## src/rtl/ctl_pkg.sv

```systemverilog
package ctl_pkg;

  localparam int CW = 29;

  localparam int B_PCO  = 0;
  localparam int B_MAI  = 1;
  localparam int B_INC4 = 2;
  localparam int B_CIN  = 3;
  localparam int B_RD   = 4;
  localparam int B_COUT = 5;
  localparam int B_PCI  = 6;
  localparam int B_WAIT = 7;
  localparam int B_MDO  = 8;
  localparam int B_IRI  = 9;
  localparam int B_SELA = 10;
  localparam int B_SELB = 11;
  localparam int B_SELC = 12;
  localparam int B_ROUT = 13;
  localparam int B_RIN  = 14;
  localparam int B_BAO  = 15;
  localparam int B_AIN  = 16;
  localparam int B_ADD  = 17;
  localparam int B_C2O  = 18;
  localparam int B_MDI  = 19;
  localparam int B_WR   = 20;
  localparam int B_END  = 21;
  localparam int B_C1O  = 22;
  localparam int B_LD   = 23;
  localparam int B_PASS = 24;
  localparam int B_SHR  = 25;
  localparam int B_DEC  = 26;
  localparam int B_LOOP = 27;
  localparam int B_CONI = 28;

  localparam logic [4:0] OPC_LOAD  = 5'd1;
  localparam logic [4:0] OPC_STORE = 5'd3;
  localparam logic [4:0] OPC_BRAN  = 5'd8;
  localparam logic [4:0] OPC_ADD   = 5'd12;
  localparam logic [4:0] OPC_ADDI  = 5'd13;
  localparam logic [4:0] OPC_SHR   = 5'd26;

  typedef struct packed {
    logic ld;
    logic st;
    logic br;
    logic add;
    logic addi;
    logic shr;
    logic bad;
  } opcls_t;

endpackage

```

## src/rtl/ctl_opdec.sv

```systemverilog
module ctl_opdec
  import ctl_pkg::*;
#(
  parameter int OW = 5
) (
  input  logic [OW-1:0] op_i,
  output opcls_t        cls_o
);

  always_comb begin
    cls_o = '0;
    case (op_i)
      OW'(OPC_LOAD):  cls_o.ld   = 1'b1;
      OW'(OPC_STORE): cls_o.st   = 1'b1;
      OW'(OPC_BRAN):  cls_o.br   = 1'b1;
      OW'(OPC_ADD):   cls_o.add  = 1'b1;
      OW'(OPC_ADDI):  cls_o.addi = 1'b1;
      OW'(OPC_SHR):   cls_o.shr  = 1'b1;
      default:        cls_o.bad  = 1'b1;
    endcase
  end

  always_comb begin
    a_r12_onehot_class: assert ($onehot(cls_o)) else $error("opcode class not one-hot");
  end

endmodule

```

## src/rtl/ctl_stepctr.sv

```systemverilog
module ctl_stepctr #(
  parameter int SW        = 4,
  parameter int LOOP_STEP = 6
) (
  input  logic          clk,
  input  logic          rst_n,
  input  logic          clr_i,
  input  logic          stall_i,
  input  logic          end_i,
  input  logic          loop_i,
  output logic [SW-1:0] step_o
);

  localparam logic [SW-1:0] LOOP_V = SW'(LOOP_STEP);

  logic [SW-1:0] step_q;
  logic [SW-1:0] step_d;
  logic          step_en;

  assign step_en = clr_i | ~stall_i;

  always_comb begin
    if (clr_i)       step_d = '0;
    else if (end_i)  step_d = '0;
    else if (loop_i) step_d = LOOP_V;
    else             step_d = step_q + SW'(1);
  end

  always_ff @(posedge clk or negedge rst_n) begin
    if (!rst_n)       step_q <= '0;
    else if (step_en) step_q <= step_d;
  end

  assign step_o = step_q;

  a_r2_stall_hold: assert property (@(posedge clk) disable iff (!rst_n)
    (stall_i && !clr_i) |=> $stable(step_q));

  a_r3_end_to_zero: assert property (@(posedge clk) disable iff (!rst_n)
    (end_i && !stall_i && !clr_i) |=> (step_q == '0));

  a_r4_clear: assert property (@(posedge clk) disable iff (!rst_n)
    clr_i |=> (step_q == '0));

  a_r11_loop_reload: assert property (@(posedge clk) disable iff (!rst_n)
    (loop_i && !end_i && !stall_i && !clr_i) |=> (step_q == LOOP_V));

  a_r5_advance: assert property (@(posedge clk) disable iff (!rst_n)
    (!loop_i && !end_i && !stall_i && !clr_i) |=> (step_q == $past(step_q) + SW'(1)));

endmodule

```

## src/rtl/ctl_encode.sv

```systemverilog
module ctl_encode
  import ctl_pkg::*;
#(
  parameter int SW = 4,
  parameter int NT = 8
) (
  input  logic [SW-1:0] step_i,
  input  opcls_t        cls_i,
  input  logic          con_i,
  input  logic          zero_i,
  output logic [CW-1:0] ctl_o
);

  logic [NT-1:0] t;

  for (genvar i = 0; i < NT; i++) begin : g_step
    assign t[i] = (step_i == SW'(i));
  end

  logic alu3, addx, mem2, shloop;

  assign alu3   = cls_i.add | cls_i.addi | cls_i.ld | cls_i.st;
  assign addx   = cls_i.add | cls_i.addi;
  assign mem2   = cls_i.ld | cls_i.st;
  assign shloop = t[6] & cls_i.shr & ~zero_i;

  always_comb begin
    ctl_o         = '0;
    ctl_o[B_PCO]  = t[0];
    ctl_o[B_MAI]  = t[0] | (t[5] & mem2);
    ctl_o[B_INC4] = t[0];
    ctl_o[B_CIN]  = t[0] | (t[4] & alu3) | (t[5] & cls_i.shr) | shloop;
    ctl_o[B_RD]   = t[0] | (t[6] & cls_i.ld);
    ctl_o[B_COUT] = t[1] | (t[5] & alu3) | shloop | (t[7] & cls_i.shr);
    ctl_o[B_PCI]  = t[1] | (t[4] & cls_i.br & con_i);
    ctl_o[B_WAIT] = t[1] | (t[6] & cls_i.ld) | (t[7] & cls_i.st);
    ctl_o[B_MDO]  = t[2] | (t[7] & cls_i.ld);
    ctl_o[B_IRI]  = t[2];
    ctl_o[B_SELA] = (t[5] & addx) | (t[6] & cls_i.st) | (t[7] & (cls_i.ld | cls_i.shr));
    ctl_o[B_SELB] = (t[3] & alu3) | (t[4] & cls_i.br) | (t[5] & cls_i.shr);
    ctl_o[B_SELC] = (t[4] & cls_i.add) | (t[3] & cls_i.br) | (t[4] & cls_i.shr & zero_i);
    ctl_o[B_ROUT] = (t[3] & addx) | (t[4] & cls_i.add) | (t[6] & cls_i.st)
                  | ((t[3] | t[4]) & cls_i.br) | (t[4] & cls_i.shr & zero_i)
                  | (t[5] & cls_i.shr);
    ctl_o[B_RIN]  = (t[5] & addx) | (t[7] & (cls_i.ld | cls_i.shr));
    ctl_o[B_BAO]  = t[3] & mem2;
    ctl_o[B_AIN]  = t[3] & alu3;
    ctl_o[B_ADD]  = t[4] & alu3;
    ctl_o[B_C2O]  = t[4] & (cls_i.addi | mem2);
    ctl_o[B_MDI]  = t[6] & cls_i.st;
    ctl_o[B_WR]   = t[6] & cls_i.st;
    ctl_o[B_END]  = (t[5] & addx) | (t[7] & (mem2 | cls_i.shr))
                  | (t[4] & cls_i.br) | (t[3] & cls_i.bad);
    ctl_o[B_C1O]  = t[3] & cls_i.shr;
    ctl_o[B_LD]   = (t[3] & cls_i.shr) | (t[4] & cls_i.shr & zero_i);
    ctl_o[B_PASS] = t[5] & cls_i.shr;
    ctl_o[B_SHR]  = shloop;
    ctl_o[B_DEC]  = shloop;
    ctl_o[B_LOOP] = shloop;
    ctl_o[B_CONI] = t[3] & cls_i.br;
  end

  always_comb begin
    a_r8_write_only_store: assert (!ctl_o[B_WR] || cls_i.st) else $error("write outside store");
    a_r9_rd_wr_exclusive: assert (!(ctl_o[B_RD] && ctl_o[B_WR])) else $error("read and write together");
    a_r11_loop_not_end: assert (!(ctl_o[B_LOOP] && ctl_o[B_END])) else $error("loop and end together");
  end

endmodule

```

## src/rtl/ctl_seq.sv

```systemverilog
module ctl_seq
  import ctl_pkg::*;
#(
  parameter int SW        = 4,
  parameter int OW        = 5,
  parameter int LOOP_STEP = 6
) (
  input  logic          clk,
  input  logic          rst_n,
  input  logic          clr_i,
  input  logic [OW-1:0] op_i,
  input  logic          con_i,
  input  logic          cnt_zero_i,
  input  logic          mem_done_i,
  output logic [CW-1:0] ctl_o,
  output logic [SW-1:0] step_o
);

  localparam int NT = LOOP_STEP + 2;

  opcls_t        cls;
  logic [SW-1:0] step;
  logic [CW-1:0] ctl;
  logic          stall;

  assign stall = ctl[B_WAIT] & ~mem_done_i;

  ctl_opdec #(.OW(OW)) u_dec (
    .op_i  (op_i),
    .cls_o (cls)
  );

  ctl_stepctr #(.SW(SW), .LOOP_STEP(LOOP_STEP)) u_ctr (
    .clk     (clk),
    .rst_n   (rst_n),
    .clr_i   (clr_i),
    .stall_i (stall),
    .end_i   (ctl[B_END]),
    .loop_i  (ctl[B_LOOP]),
    .step_o  (step)
  );

  ctl_encode #(.SW(SW), .NT(NT)) u_enc (
    .step_i (step),
    .cls_i  (cls),
    .con_i  (con_i),
    .zero_i (cnt_zero_i),
    .ctl_o  (ctl)
  );

  assign ctl_o  = ctl;
  assign step_o = step;

  a_r10_pcin_needs_con: assert property (@(posedge clk) disable iff (!rst_n)
    (ctl_o[B_PCI] && step_o != SW'(1)) |-> con_i);

endmodule

```

## config.mk

```make
export PLATFORM = sky130hd
export DESIGN_NAME = ctl_seq
export DESIGN_NICKNAME = d
export VERILOG_FILES = /design/src/rtl/ctl_pkg.sv /design/src/rtl/ctl_opdec.sv /design/src/rtl/ctl_stepctr.sv /design/src/rtl/ctl_encode.sv /design/src/rtl/ctl_seq.sv
export SDC_FILE = /design/constraint.sdc
export NUM_CORES = 1
export LEC_CHECK = 0
export BUFFER_PORTS_ARGS = -buffer_cell sky130_fd_sc_hd__buf_4
export CAP_MARGIN = 10
export CELL_PAD_IN_SITES_DETAIL_PLACEMENT = 0
export CELL_PAD_IN_SITES_GLOBAL_PLACEMENT = 2
export CORE_MARGIN = 8
export CORE_UTILIZATION = 25
export DETAILED_ROUTE_END_ITERATION = 7
export GPL_ROUTABILITY_DRIVEN = 0
export GPL_TIMING_DRIVEN = 0
export HOLD_SLACK_MARGIN = 0.15
export PLACE_DENSITY = 0.8
export SYNTH_ARGS = -nofsm -noshare
export SYNTH_HDL_FRONTEND = slang
export SYNTH_SLANG_ARGS = --single-unit
```

## constraint.sdc

```tcl
create_clock -name clk -period 3.1 [get_ports clk]
set_input_delay 0.465 -clock clk [delete_from_list [all_inputs] [get_ports clk]]
set_output_delay 0.465 -clock clk [all_outputs]
set_load 0.1 [all_outputs]
```

==> out/results.tsv, run 1 <==
metric	value	unit
critical_path.max_stage_delay	0.46	ns
h-tree-depth	1	
worst_slack	0.2301	ns
rows	21	
start_util	25.89	%
grtUsageTotal	11.56	%
port_buffers	41	
vias_per_cell	4.980	
slowest_stage	dfrtp_4	
register_area	115.1	µm²
numCtsBuffers	3	
clock_latency	0.23	ns
ir_drop	0.0003830	V
fmax	348.4	MHz
syn_avg_cell_area	7.585	µm²
clkSlewWorstSetupHoldPaths	0.04	ns
clock_sinks	4	
pwr_density_cell	728.2	nW/µm²
tritoncts	yes	
power	0.9959	mW
critPathMaxFanout	10	
maxCapViolations	0	
core	3311	µm²
fin_worst_skew	0.004039	ns
drive_above_1_share	54.43	%
outcome	complete, no violations	
seq_area_frac_synth	11.68	%
end_kind	output pin	
ios	44	
maxSlewViolCount	0	
dp_hpwl	2.509	mm
whs	0.4388	ns
path_delay_family	buffers and inverters	
grt_pass1_vias	1025	
tightest_slew	0.5858	ns
crit_chain	buf_2, or3b_1, buf_6, a31o_2, o211ai_2, buf_4, buf_4	
grt_pass1_wl	5.050	mm
synth-edff-count	0	
post-route-period-util	92.58	%
critPathKind	reg2out	
drc	0	
cts_buffer_depth	2	
synth_seq_cells	4	
slew_headroom	60.62	%
fin_crit	2.870	ns
cp_data_arrival_time	2.40	ns
fillers	375	
drt_iter0_markers	106	
synth_area	857.1	µm²
dr_total_vias	1016	
cp.required	2.63	ns
finalSetupViolations	0	
yosys_warnings	0	
fp.dieH	74.55	µm
cp.buffers_inverters	4	
nNetsFinal	175	
yosys_most_used_dff	dfrtp_1	
path_common_cell	buf_4	
dp.cells	200	
largest_register_ffs	4	
final_cells	204	
finalHoldViolations	0	
die_area	5558	µm²
root_buffer	clkbuf_4	
wl_per_cell	15.40	µm
overflow	0	
ant_nets	0	
grt_max_degree	11	
cts_setup_buffers	0	
n_antenna_cell	0	
async_flop_share	100.0	%
antenna_found_initial	0	
first_pass_iters	4	
wl	3.142	mm
synth_cell_type_count	50	
multi_input_area	723.2	µm²
synth_cells	113	
rsz0062_at_grt	no	
p_leak	0.5724	nW
die_x	74.55	µm
syn_to_final_growth	59.56	%
place_worst_setup_slack	0.1466	ns
min_path_type	in2reg	
synth_fp_nets	128	
start_kind	flip-flop	
==> cell families (layout without fill, tap and decap cells) <==
logic type | count (synthesis) | in the layout | synth area share (%)
mux | 1 | 1 | 1.168
buf+inv | 21 | 66 | 14.01
compound gates | 28 | 28 | 29.20
fa+ha+maj | 4 | 4 | 5.840
flops | 4 | 4 | 11.68
simple gates | 55 | 55 | 38.10
==> Yosys cell counts, types with 2 or more instances <==
library cell	n	share of area, %
a21oi_1	4	2.3
a311o_1	2	2.3
a31o_2	2	2.0
and2_1	3	2.2
and3_1	2	1.5
buf_2	3	1.8
buf_4	6	5.3
buf_6	2	2.6
clkbuf_1	3	1.3
dfrtp_1	4	12
ha_1	4	5.8
inv_1	7	3.1
nand2_1	6	2.6
nand2b_1	6	4.4
nand3_1	5	2.9
nand3b_1	3	2.6
nor2_1	11	4.8
nor2b_1	2	1.5
nor4_1	2	1.5
o211ai_1	2	1.8
or3_1	2	1.5
or3b_1	2	2.0
or3b_2	2	2.0
or4_1	2	1.8
==> cells in the final DEF, fill, tap and decap left out, types with 2 or more instances in the layout <==
cell type	instances
nand2_1	6
buf_6	3
or3b_1	2
nand3b_1	3
o21ai_2	2
ha_1	3
clkbuf_1	2
o211ai_1	2
dfrtp_4	4
nand3_1	5
a31o_2	2
a21oi_1	4
or3_1	2
and2_1	2
or3b_2	2
buf_4	47
a311o_1	2
clkbuf_4	3
nand2b_1	6
and3_1	2
nor2_1	10
inv_1	6
buf_2	2
==> power breakdown <==
part	switching, mW	leakage [nW]	internal (mW)
sequential	0.0193	0.0467	0.0685
clock	0.0205	0.0138	0.0432
combinational	0.649	0.512	0.195
total	0.689	0.572	0.307
==> through the flow <==
step	area [µm²]	setup TNS, ns	util [%]
detailed placement	1321	0	39.91
CTS	1360	0	41.08
floorplan	955.9	-1.112	-
global route	1368	0	41.31
finish	1368	0	41.31
global placement	1321	0	39.91
==> metal layers <==
metal | global-route usage [%] | up-vias | part of all wire, %
li1 | - | 505 | -
met1 | 14.85 | 479 | 44
met2 | 18.01 | 32 | 48
met4 | 2.826 | 0 | 0
met5 | 0 | - | 0
met3 | 3.774 | 0 | 7.9
==> cell type report <==
type	instances	area share (%)
tap	46	4.209
multi-input combinational	88	52.88
buffer	14	7.411
sequential	4	8.417
inverter	7	2.196
clock buffer	3	1.647
timing repair buffer	42	23.24
==> what timing repair did <==
item                                    in CTS  in global routing
hold buffers                                 1                  0
endpoints found under the setup margin       1                  2
gates resized for setup                      1                  3
hold endpoints to repair                     4                  0
==> path summary, 6_finish.rpt <==
path | startpoint | cells after the start | slack, ns | to
worst min-delay path | clr_i | 2 | 0.44 | u_ctr.step_o[3]
worst min register to register | u_ctr.step_o[1] | 2 | 0.64 | u_ctr.step_o[1]
worst max-delay path | u_ctr.step_o[3] | 7 | 0.23 | ctl_o[21]
max in group asynchronous | rst_n | 2 | 2.42 | u_ctr.step_o[1]
worst max register to register | u_ctr.step_o[3] | 6 | 1.11 | u_ctr.step_o[1]
min in group asynchronous | rst_n | 2 | 0.56 | u_ctr.step_o[2]
Power figures use the tool's default switching activity.
==> run 2: changes to the inputs <==
--- a/config.mk
+++ b/config.mk
@@ -5,7 +5,7 @@
 export SDC_FILE = /design/constraint.sdc
 export NUM_CORES = 1
 export LEC_CHECK = 0
-export BUFFER_PORTS_ARGS = -buffer_cell sky130_fd_sc_hd__buf_4
+export BUFFER_PORTS_ARGS = -buffer_cell sky130_fd_sc_hd__buf_2
 export CAP_MARGIN = 10
 export CELL_PAD_IN_SITES_DETAIL_PLACEMENT = 0
 export CELL_PAD_IN_SITES_GLOBAL_PLACEMENT = 2
==> run 2 against run 1 <==
Against the previous run:
- core utilization fell by 2.9 points
- maximum frequency is 0.94% lower
- highest routed layer unchanged
- clock power shrank 3.4%
- global-route usage decreased by 0.63 points
- critical endpoint unchanged
- critical path depth did not move
==> out/results.tsv, run 2 (same netlist as run 1, synthesis figures left out) <==
metric	value	unit	change
layout_commonest_cell	buf_2		
register_area	115.1	µm²	unchanged
drive_above_1_share	54.43	%	unchanged
largest_register_ffs	4		unchanged
min_path_type	in2reg		
cts_buffer_depth	2		unchanged
fin_crit	2.897	ns	+0.02717 ns
wl_per_cell	15.03	µm	-2.4%
rows	21		unchanged
dp_hpwl	2.513	mm	+0.16%
drc	0		unchanged
clock_sinks	4		unchanged
ir_drop	0.0003354	V	-12%
cp_data_arrival_time	2.43	ns	+0.03 ns
vias_per_cell	4.985		about the same
dr_total_vias	1017		+0.098%
tightest_slew	0.6330	ns	+0.04718 ns
clock_latency	0.23	ns	about the same
fp.dieH	74.55	µm	unchanged
grt_pass1_vias	993		-3.1%
port_buffers	41		unchanged
h-tree-depth	1		unchanged
top_usage_layer	met2		
start_kind	flip-flop		
tns	0	ns	unchanged
post-route-util	38.44	%	-2.9 points
pwr_density_cell	744.9	nW/µm²	+2.3%
finalSetupViolations	0		unchanged
use_met2	18.59	%	+0.58 points
ant_nets	0		unchanged
clkSlewWorstSetupHoldPaths	0.04	ns	about the same
finalHoldViolations	0		unchanged
cp.required	2.63	ns	about the same
gr-usage-met1	13.41	%	-1.4 points
nNetsFinal	175		unchanged
p_leak	0.5595	nW	-2.3%
fmax	345.2	MHz	-0.94%
critPathMaxFanout	10		unchanged
fin_worst_skew	0.003030	ns	-0.001009 ns
grt_pass1_wl	4.850	mm	-4.0%
wl	3.067	mm	-2.4%
root_buffer	clkbuf_4		
cts_setup_buffers	0		unchanged
drt_iter0_markers	69		-35%
ios	44		unchanged
tritoncts	yes		
post-route-period-util	93.46	%	+0.88 points
final_cell_mix	buf_2, nor2_1		
core	3311	µm²	unchanged
multi_input_area	723.2	µm²	unchanged
die_area	5558	µm²	unchanged
start_util	25.89	%	unchanged
globalRouteMet3Util	2.965	%	-0.81 points
outcome	complete, no violations		
fillers	376		+0.27%
overflow	0		unchanged
antenna_found_initial	0		unchanged
grtUsageTotal	10.93	%	-0.63 points
n_antenna_cell	0		unchanged
grt_max_degree	11		unchanged
critPathKind	reg2out		
numCtsBuffers	3		unchanged
syn_to_final_growth	48.47	%	
first_pass_iters	4		unchanged
rsz0062_at_grt	no		
maxCapViolations	0		unchanged
die_x	74.55	µm	unchanged
whs	0.4861	ns	+0.04732 ns
slew_headroom	57.45	%	-3.2 points
maxSlewViolCount	0		unchanged
end_kind	output pin		
## run 2: final timing paths
check | startpoint | end | slack (ns) | cells past startpoint
worst max-delay path | u_ctr.step_o[3] | ctl_o[21] | 0.20 | 7
worst min-delay path | clr_i | u_ctr.step_o[3] | 0.49 | 2
worst max register to register | u_ctr.step_o[3] | u_ctr.step_o[1] | 1.12 | 6
worst min register to register | u_ctr.step_o[1] | u_ctr.step_o[1] | 0.64 | 2
max in group asynchronous | rst_n | u_ctr.step_o[0] | 2.39 | 2
min in group asynchronous | rst_n | u_ctr.step_o[3] | 0.57 | 2
## run 2: power by group
part	total (mW)	switching [mW]	internal (mW)
combinational	0.800	0.645	0.155
clock	0.0616	0.0185	0.0431
sequential	0.0867	0.0181	0.0685
## run 2: repair_timing
| action | CTS | global route |
|---|---|---|
| hold buffers | 1 | 0 |
| setup endpoints to repair | 5 | 4 |
| gates resized for setup | 1 | 6 |
| hold endpoints to repair | 4 | 0 |
## run 2: layout make-up
type	count	share of cell area, %
multi-input cells	88	56.83
well taps	46	4.523
clock buffers	3	1.770
flip-flops and latches	4	9.046
inverters	7	2.360
repair buffers	42	17.50
plain buffers	14	7.965
## run 2: stage by stage
step / setup WS, ns / std cells / power [mW] / cell area (µm²)
floorplan: -0.4038 / 113 / 0.7686 / 955.9
global placement: 0.01280 / 200 / 0.8852 / 1219
detailed placement: -0.009224 / 200 / 0.8891 / 1219
CTS: 0.03241 / 204 / 0.9576 / 1257
global route: 0.03334 / 204 / 0.9919 / 1272
finish: 0.2029 / 204 / 0.9479 / 1272
## run 2: routing by layer
metal / wire length [µm] / share of wire, % / vias to the layer above
met5: 0 / 0 / -
met4: 0 / 0 / 0
met3: 231 / 7.5 / 0
met2: 1467 / 48 / 28
met1: 1368 / 45 / 481
li1: - / - / 508
## run 2: critical path, cell delays in order (launching register included)
cell      delay, ns
dfrtp_4        0.45
buf_2          0.18
or3b_1         0.40
buf_6          0.15
a31o_2         0.21
o211ai_2       0.32
buf_4          0.17
clkbuf_4       0.31
